==> config.mk <==
export PLATFORM = sky130hd
export DESIGN_NAME = tbe_irq_ctrl
export DESIGN_NICKNAME = d
export VERILOG_FILES = /design/src/rtl/tbe_pkg.sv /design/src/rtl/tbe_event_gen.sv /design/src/rtl/tbe_chan_state.sv /design/src/rtl/tbe_irq_ctrl.sv
export SDC_FILE = /design/constraint.sdc
export NUM_CORES = 1
export LEC_CHECK = 0
export ABC_AREA = 1
export BUFFER_PORTS_ARGS = -buffer_cell sky130_fd_sc_hd__buf_4
export CORE_ASPECT_RATIO = 1.4
export CORE_MARGIN = 2
export CORE_UTILIZATION = 35
export CTS_CLUSTER_DIAMETER = 40
export CTS_CLUSTER_SIZE = 16
export DETAILED_ROUTE_END_ITERATION = 8
export PLACE_DENSITY = 0.67
export SKIP_CTS_REPAIR_TIMING = 1
export SYNTH_ARGS = -nofsm -noshare
export SYNTH_HDL_FRONTEND = slang
export SYNTH_SLANG_ARGS = --single-unit
export TNS_END_PERCENT = 1
==> constraint.sdc <==
create_clock -name clk -period 1 [get_ports clk]
set_clock_uncertainty 0.2 [all_clocks]
set_input_delay 0.05 -clock clk [delete_from_list [all_inputs] [get_ports clk]]
set_output_delay 0.05 -clock clk [all_outputs]
set_load 0.005 [all_outputs]
==> src/rtl/tbe_pkg.sv <==
package tbe_pkg;

    // Per-channel architectural state.
    typedef struct packed {
        logic en;    // interrupt enable
        logic pend;  // interrupt pending
        logic ius;   // interrupt under service
    } tbe_state_t;

    localparam tbe_state_t TBE_RESET = '{en: 1'b0, pend: 1'b0, ius: 1'b0};

    // Per-channel control inputs as seen at one clock edge.
    typedef struct packed {
        logic en_wr;
        logic en_val;
        logic set_evt;
        logic clr_evt;
        logic ack;
        logic eoi;
    } tbe_ctl_t;

    function automatic logic tbe_req(tbe_state_t s);
        return s.pend & s.en & ~s.ius;
    endfunction

    // Clear beats set; acknowledge of a live request beats end-of-interrupt.
    function automatic tbe_state_t tbe_next(tbe_state_t s, tbe_ctl_t c);
        tbe_state_t n;
        n = s;
        if (c.en_wr)
            n.en = c.en_val;
        if (c.clr_evt)
            n.pend = 1'b0;
        else if (c.set_evt)
            n.pend = 1'b1;
        if (c.ack && tbe_req(s))
            n.ius = 1'b1;
        else if (c.eoi)
            n.ius = 1'b0;
        return n;
    endfunction

endpackage

==> src/rtl/tbe_event_gen.sv <==
module tbe_event_gen (
    input  logic clk,
    input  logic rst,
    input  logic en,
    input  logic txbuf_rdy,
    input  logic crc_sent,
    input  logic sync_mode,
    output logic set_evt
);

    logic rdy_q;
    logic rdy_rise;
    logic crc_hit;

    always_ff @(posedge clk) begin
        if (rst)
            rdy_q <= 1'b0;
        else
            rdy_q <= txbuf_rdy;
    end

    assign rdy_rise = txbuf_rdy & ~rdy_q;
    assign crc_hit  = sync_mode & crc_sent & ~txbuf_rdy;
    assign set_evt  = en & (rdy_rise | crc_hit);

    // a disabled channel never produces a set event.
    p_no_set_disabled_r8: assert property (@(posedge clk) disable iff (rst)
        !en |-> !set_evt);

    // without synchronous mode and without buffer-ready, nothing sets.
    p_async_crc_ignored_r4: assert property (@(posedge clk) disable iff (rst)
        (!sync_mode && !txbuf_rdy) |-> !set_evt);

endmodule

==> src/rtl/tbe_chan_state.sv <==
module tbe_chan_state
    import tbe_pkg::*;
(
    input  logic clk,
    input  logic rst,
    input  logic en_wr,
    input  logic en_val,
    input  logic set_evt,
    input  logic data_wr,
    input  logic clr_cmd,
    input  logic ack,
    input  logic eoi,
    output logic en_q,
    output logic pend,
    output logic irq_req
);

    tbe_state_t st;
    tbe_ctl_t   ctl;

    always_comb begin
        ctl.en_wr   = en_wr;
        ctl.en_val  = en_val;
        ctl.set_evt = set_evt;
        ctl.clr_evt = data_wr | clr_cmd;
        ctl.ack     = ack;
        ctl.eoi     = eoi;
    end

    always_ff @(posedge clk) begin
        if (rst)
            st <= TBE_RESET;
        else
            st <= tbe_next(st, ctl);
    end

    assign en_q    = st.en;
    assign pend    = st.pend;
    assign irq_req = tbe_req(st);

    p_reset_clears_r1: assert property (@(posedge clk)
        rst |=> (!pend && !irq_req));

    p_set_takes_r3: assert property (@(posedge clk) disable iff (rst)
        (set_evt && !data_wr && !clr_cmd) |=> pend);

    p_data_wr_clears_r5: assert property (@(posedge clk) disable iff (rst)
        data_wr |=> !pend);

    p_cmd_clears_r6: assert property (@(posedge clk) disable iff (rst)
        clr_cmd |=> !pend);

    p_enable_load_r2: assert property (@(posedge clk) disable iff (rst)
        en_wr |=> (en_q == $past(en_val)));

    p_ack_masks_r10: assert property (@(posedge clk) disable iff (rst)
        (ack && irq_req) |=> !irq_req);

    p_eoi_unmasks_r10: assert property (@(posedge clk) disable iff (rst)
        (eoi && !ack && pend && en_q && !data_wr && !clr_cmd && !en_wr) |=> irq_req);

endmodule

==> src/rtl/tbe_irq_ctrl.sv <==
module tbe_irq_ctrl #(
    parameter int NUM_CH = 4
) (
    input  logic              clk,
    input  logic              rst,
    input  logic [NUM_CH-1:0] en_wr,
    input  logic [NUM_CH-1:0] en_wdata,
    input  logic [NUM_CH-1:0] txbuf_rdy,
    input  logic [NUM_CH-1:0] crc_sent,
    input  logic [NUM_CH-1:0] sync_mode,
    input  logic [NUM_CH-1:0] data_wr,
    input  logic [NUM_CH-1:0] clr_pend_cmd,
    input  logic [NUM_CH-1:0] int_ack,
    input  logic [NUM_CH-1:0] int_eoi,
    output logic [NUM_CH-1:0] pend,
    output logic [NUM_CH-1:0] irq_req
);

    logic [NUM_CH-1:0] en_q;
    logic [NUM_CH-1:0] set_evt;

    // one independent slice per channel.
    for (genvar i = 0; i < NUM_CH; i++) begin : g_ch
        tbe_event_gen u_evt (
            .clk       (clk),
            .rst       (rst),
            .en        (en_q[i]),
            .txbuf_rdy (txbuf_rdy[i]),
            .crc_sent  (crc_sent[i]),
            .sync_mode (sync_mode[i]),
            .set_evt   (set_evt[i])
        );

        tbe_chan_state u_st (
            .clk     (clk),
            .rst     (rst),
            .en_wr   (en_wr[i]),
            .en_val  (en_wdata[i]),
            .set_evt (set_evt[i]),
            .data_wr (data_wr[i]),
            .clr_cmd (clr_pend_cmd[i]),
            .ack     (int_ack[i]),
            .eoi     (int_eoi[i]),
            .en_q    (en_q[i]),
            .pend    (pend[i]),
            .irq_req (irq_req[i])
        );
    end

    // a request always implies a pending flag.
    p_req_needs_pend_r9: assert property (@(posedge clk) disable iff (rst)
        (irq_req & ~pend) == '0);

endmodule

# Yosys cells after proc, flatten, opt, wreduce, memory -nomap -nowiden
# Cells that the tools add are included.
dict set report classes {
  n_reduce_logical 12
  bitwise_logic 44
  mux 8
}
# op n
set op_table {}
lappend op_table {{1-bit AND} 24}
lappend op_table {{1-bit NOT} 12}
lappend op_table {{1-bit 2-to-1 mux} 8}
lappend op_table {{1-bit OR} 8}
lappend op_table {{2-bit nonzero test} 4}
lappend op_table {{2-bit OR reduction} 4}
lappend op_table {{1-bit logical AND} 4}
dict set report totals {
  ff_bits 16
  input_bits 38
}

# Depth between registers and ports, before layout
# Gate-level depths: netlist of the first run.
dict set report logic_depth {
  word_depth 4
  ltp_mapped 4
}

# By module
# A second synthesis of the first run with hierarchy kept.
dict set report unflattened {
  hier_cells 88
  area_unflattened_um2 655.6
}
# mod instances cells_each area_per_inst_um2
set by_module_without_submodules {}
lappend by_module_without_submodules {tbe_chan_state 4 15 120.1}
lappend by_module_without_submodules {tbe_event_gen 4 7 43.8}

# Worst setup path before layout of the first run
# OpenSTA, ideal clock, no wires.
dict set report synth_timing {
  path_type {reg2out}
  from {register g_ch[1].u_st.st, in the netlist g_ch[1].u_st.pend}
  to {output port irq_req[1]}
  path_buffers 1
  path_stages_with_launch 4
  t_arrival_ns 0.647
  t_required_ns 0.750
  setup_slack_ns 0.103
  path_cell_list {dfxtp_1 inv_1 nor3_1 buf_4}
}
dict set report synth_via {
  elab_chain_len 2
}
# element line
set synth_rtl {}
lappend synth_rtl {{start: declaration} tbe_chan_state.sv:18} ;# tbe_state_t st;
lappend synth_rtl {{start signal: assignment} tbe_chan_state.sv:34} ;# st <= tbe_next(st, ctl);
lappend synth_rtl {{1-bit AND (2 in a row)} tbe_pkg.sv:23} ;# return s.pend & s.en & ~s.ius;
lappend synth_rtl {{end: declaration} tbe_irq_ctrl.sv:16} ;# output logic [NUM_CH-1:0] irq_req
# No other way between the ends.

# Worst setup path in the final report of the first run
# Ends and elaborated chain as after synthesis.

==> run summary, run 1 <==
status -> finished, violations left
violated checks -> hold timing, setup timing
Slew @ Worst Pin -> 0.2276 ns
DIE AREA -> 0.002517 mm^2
layout cells sized above 1 -> 41.62%
total of max-cap violations -> 0
worst path required time -> 0.75 ns
Final GP Congestion -> 0.7904
Iter 0 DRT Violations -> 11
power density over cell area -> 926.1 mW/mm^2
Comb pwr share -> 22.6%
relative slew slack -> 84.77%
leak pwr -> 0.0006504 uW
starting density of the core -> 37.28%
CP Capture Type -> output port
Setup-failing EPs final -> 16
Hold WC Path Type -> input port to register
H-Tree Level Count -> 1
critical path fanouts, max -> 3
post-route DRC violation count -> 0
area delta synth->final -> 85.71%
Max Slew Vio Count -> 0
register area share after synthesis -> 43.03%
RSZ-0062 raised after global routing -> true
VDD IR max -> 0.0005699 V
FP Rows -> 19
die width -> 42.98 um
DR WL/cell -> 10.99 um
global-route wire length before repair -> 2622 um
Post-DRT Antenna Nets -> 0
post-synth net total -> 144
Int Power -> 988.7 uW
sequential share of power -> 52.1%
num ports -> 46
DPL Wire Length -> 1355 um
CTS Buffer Depth -> 2
n_diodes -> 0
Syn Std Cell Area -> 744.5 um^2
setup ws final -> -0.2400 ns
GR Util All Layers -> 13.54%
largest net degree at the start of global routing -> 9
TritonCTS clock tree -> done
library cells used by synthesis -> 10
Crit Path Category -> register to output port
clock slew at reported path FFs -> 0.09 ns
sw frac -> 22.78%
worst hold margin -> -0.2072 ns
initial antenna violation count -> 0
DP Area -> 0.001049 mm^2
clock latency on the worst-skew pair -> 0.27 ns
router iterations before antenna repair -> 4
Yosys warnings -> 0
vias in the first global route -> 691
DR vias/cell -> 4.510
nets -> 213
Die Span Y -> 58.57 um
PortBufs -> 45
global route overflow -> 0
P_sw -> 291.7 uW
Routed WL -> 2132 um
Worst setup SP type -> register
CP arrival -> 0.99 ns
Syn Inst Count -> 106
Final Instance Area -> 0.001383 mm^2
min cycle time layout -> 1.240 ns
Num CTS Buffers -> 3
Core ar. -> 0.001997 mm^2
via count -> 875
Root Driver -> clkbuf_4
Worst R2R Setup Slack -> 0.04 ns
clk sinks -> 16
Final Hold Viols -> 4
final design utilization -> 69.24%
period utilization -> 124.0%
Synth Area per Inst -> 7.023 um^2
Clk pwr share -> 25.3%
#FFs+latches synth -> 16
Peak Freq -> 0.8064 GHz
worst max-delay path: stages, from the launching register on:
cell and delay, ns:
dfxtp_2 0.35, inv_2 0.05, nor3_2 0.17, buf_4 0.14
power groups by stage:
stage | logic, uW | registers (uW) | clock network [uW]
floorplan | 69.6 | 679 | 0
global placement | 195 | 680 | 0
detailed placement | 200 | 681 | 0
CTS | 200 | 666 | 346
global route | 320 | 669 | 375
finish | 290 | 667 | 323
layer usage:
metal  track usage, %  wire, um  up-vias
li1                 -         -      452
met1            13.74       757      393
met2            26.41      1267       30
met3            1.840       107        0
met4            6.494         0        0
met5                0         0        -
layout by cell type (no fill, tap or decap), types with 4 or more instances in the layout:
cell           Yosys  layout
dlygate4sd3_1      0      27
nand3_1            4       4
inv_2              4       5
dfxtp_2            0       8
a21oi_1           10      10
nand2_1           20      20
dfxtp_1           16       8
inv_1             13      12
a21oi_2            6       6
nor3_2             0       4
buf_4              9      43
nor2_1            20      20
stage by stage:
stage	setup slack [ns]	hold WS, ns	power (uW)	std cells	setup TNS, ns
floorplan	0.1026	-0.08093	748.4	106	0
global placement	0.07276	0.06810	874.5	164	0
detailed placement	0.04857	0.06944	880.3	164	0
CTS	-0.2695	-0.2365	1212	167	-1.087
global route	-0.2974	-0.1995	1363	194	-2.719
finish	-0.2400	-0.2072	1280	194	-2.088
synthesized netlist by cell type (all sizes together):
library cell | number | share of area (%)
a21oi | 16 | 14
buf | 9 | 9.1
dfxtp | 16 | 43
inv | 17 | 8.6
nand2 | 20 | 10
nand3 | 4 | 2.7
nor2 | 20 | 10
nor3 | 4 | 2.7
cell families after synthesis:
group,synth area share [%]
AND/OR/NAND/NOR,25.55
buffers and inverters,17.65
flip-flops,43.03
AO/OA/AOI/OAI,13.78
worst paths after layout:
kind                      startpoint                  to  cells past startpoint
setup / recovery   g_ch[1].u_st.pend          irq_req[1]                      3
hold / removal            data_wr[2]   g_ch[2].u_st.pend                      4
setup reg to reg   g_ch[3].u_st.en_q   g_ch[3].u_st.en_q                      4
hold reg to reg   g_ch[0].u_st.st[0]  g_ch[0].u_st.st[0]                      2
flip-flops by register name, summed over array words and instances, names as in the netlist:
name,count
g_ch.u_st.st,4
g_ch.u_st.en_q,4
g_ch.u_st.pend,4
g_ch.u_evt.rdy_q,4
cell type report:
cell class / count / area, um^2
tap: 21 / 26.28
clock buffer: 3 / 22.52
sequential: 16 / 330.3
timing repair buffer: 73 / 626.9
fill: 181 / 614.3
inverter: 17 / 63.81
multi-input combinational: 64 / 312.8
Note: power is estimated with default switching activity, not from simulation.
==> run 2, diff against run 1 <==
Settings changed: CORE_MARGIN 2 to 3, CORE_UTILIZATION 35 to 40, CTS_CLUSTER_SIZE 16 to 20, PLACE_DENSITY 0.67 to 0.75.
==> run 2 against run 1 <==
Net effect:
- the run still ends with hold timing, setup timing left
- global-route usage rose by 0.95 points
- via count rose by 4.2%
- power rose by 9.1%
- setup slack got worse by 0.0060 ns
- clock-buffer cell count rose by 1
- critical path depth did not move
- wire length rose by 17%
==> run summary, run 2 (same netlist as run 1, synthesis figures left out) <==
layout cells sized above 1 -> 42.29% (+0.67 points)
grt peak-use layer -> met2
WP buf/inv -> 2 (unchanged)
DP Area -> 0.001039 mm^2 (-0.95%)
Core ar. -> 0.001659 mm^2 (-17%)
post-route DRC violation count -> 0 (unchanged)
global-route wire length before repair -> 2746 um (+4.7%)
CP Capture Type -> output port
Final GP Congestion -> 0.7092 (-10%)
CP peak stage delay -> 0.35 ns (about the same)
total of max-cap violations -> 0 (unchanged)
CP cell instances -> inv_1, nor3_2, buf_4
critical path fanouts, max -> 3 (unchanged)
nets -> 214 (+0.47%)
Iter 0 DRT Violations -> 17 (+6)
relative slew slack -> 89.46% (+4.7 points)
worst hold margin -> -0.2170 ns (-0.009800 ns)
most common cell after layout, fill and taps aside -> buf_4
TritonCTS clock tree -> done
die width -> 42.46 um (-1.2%)
DPL Wire Length -> 1395 um (+2.9%)
final design utilization -> 84.01% (+15 points)
min cycle time layout -> 1.246 ns (+0.006046 ns)
Root Driver -> clkbuf_4
Worst path slowest cell -> dfxtp_2
dpl cells -> 161 (-1.8%)
n_diodes -> 0 (unchanged)
Hold WC Path Type -> input port to register
clock latency on the worst-skew pair -> 0.29 ns (+0.02 ns)
Post-DRT Antenna Nets -> 0 (unchanged)
num ports -> 46 (unchanged)
DR WL/cell -> 12.82 um (+17%)
initial antenna violation count -> 0 (unchanged)
router iterations before antenna repair -> 4 (unchanged)
power density over cell area -> 1002 mW/mm^2 (+8.2%)
Slew @ Worst Pin -> 0.1576 ns (-0.07009 ns)
CTS Buffer Depth -> 2 (unchanged)
Num CTS Buffers -> 3 (unchanged)
VDD IR max -> 0.0008410 V (+48%)
H-Tree Level Count -> 1 (unchanged)
violated checks -> hold timing, setup timing
setup ws final -> -0.2461 ns (-0.006046 ns)
post-route insts no fill -> 194 (unchanged)
via count -> 912 (+4.2%)
Max Slew Vio Count -> 0 (unchanged)
clk sinks -> 16 (unchanged)
RSZ-0062 raised after global routing -> true
Setup-failing EPs final -> 12 (-4)
area delta synth->final -> 87.23%
GR Util met3 -> 2.839% (+1.0 points)
vias in the first global route -> 716 (+3.6%)
leak pwr -> 0.0006610 uW (+1.6%)
period utilization -> 124.6% (+0.60 points)
GR Util All Layers -> 14.49% (+0.95 points)
worst path required time -> 0.75 ns (about the same)
starting density of the core -> 44.87% (+7.6 points)
Crit Path Category -> register to output port
Routed WL -> 2487 um (+17%)
status -> finished, violations left
clock slew at reported path FFs -> 0.09 ns (about the same)
setup tns final -> -1.202 ns (+0.8857 ns)
global route overflow -> 0 (unchanged)
Peak Freq -> 0.8025 GHz (-0.49%)
highest-count cells in the layout ignoring fill and taps -> 46 x buf_4, 27 x dlygate4sd3_1, 20 x nor2_1, 20 x nand2_1, 12 x inv_1
Die Span Y -> 57.05 um (-2.6%)
DR vias/cell -> 4.701 (+4.2%)
largest net degree at the start of global routing -> 14 (+5)
CP arrival -> 1.00 ns (about the same)
Final Hold Viols -> 15 (+11)
GR Util met2 -> 27.45% (+1.0 points)
met1 GRT Util -> 14.40% (+0.66 points)
Final Instance Area -> 0.001394 mm^2 (+0.81%)
FP Rows -> 17 (-2)
DIE AREA -> 0.002422 mm^2 (-3.8%)
total power -> 1397 uW (+9.1%)
PortBufs -> 45 (unchanged)
Crit path max-delay family -> flip-flops
Worst setup SP type -> register
==> run 2: report_power, final <==
group	total [uW]	switching [uW]	internal, uW
Sequential	668	9.69	658
Combinational	297	105	192
Clock	432	210	222
Total	1400	325	1070
==> run 2: area by class of cell <==
type                            count  area (um^2)
Timing Repair Buffer               74        626.9
Sequential cell                    16        330.3
Multi-Input combinational cell     64        312.8
Fill cell                         110        265.3
Inverter                           17        63.81
Clock buffer                        4        36.28
Tap cell                           19        23.77
==> run 2: metrics by stage <==
stage	setup slack (ns)	hold WS [ns]
floorplan	0.1026	-0.08093
global placement	0.07213	0.07287
detailed placement	0.02449	0.08624
CTS	-0.3024	-0.2174
global route	-0.2702	-0.2024
finish	-0.2461	-0.2170
==> run 2: final timing paths <==
check / start / slack, ns / depth (start not counted) / end
setup / recovery: g_ch[3].u_st.pend / -0.25 / 3 / irq_req[3]
hold reg to reg: g_ch[0].u_st.pend / 0.27 / 2 / g_ch[0].u_st.pend
setup reg to reg: g_ch[3].u_st.pend / -0.06 / 4 / g_ch[3].u_st.st[0]
hold / removal: clr_pend_cmd[0] / -0.22 / 4 / g_ch[0].u_st.pend
==> run 2: metal layers <==
layer / up-vias / part of all wire (%)
met5: - / 0
met4: 0 / 3.5
met3: 8 / 5.9
met2: 39 / 59
met1: 411 / 32
li1: 454 / -
==> run 2: worst reg2reg max path, delay by kind of cell (launching register included) <==
family / cells / cell delay, ns
compound gates: 1 / 0.13
buf+inv: 1 / 0.09
flops: 1 / 0.35
simple gates: 2 / 0.22
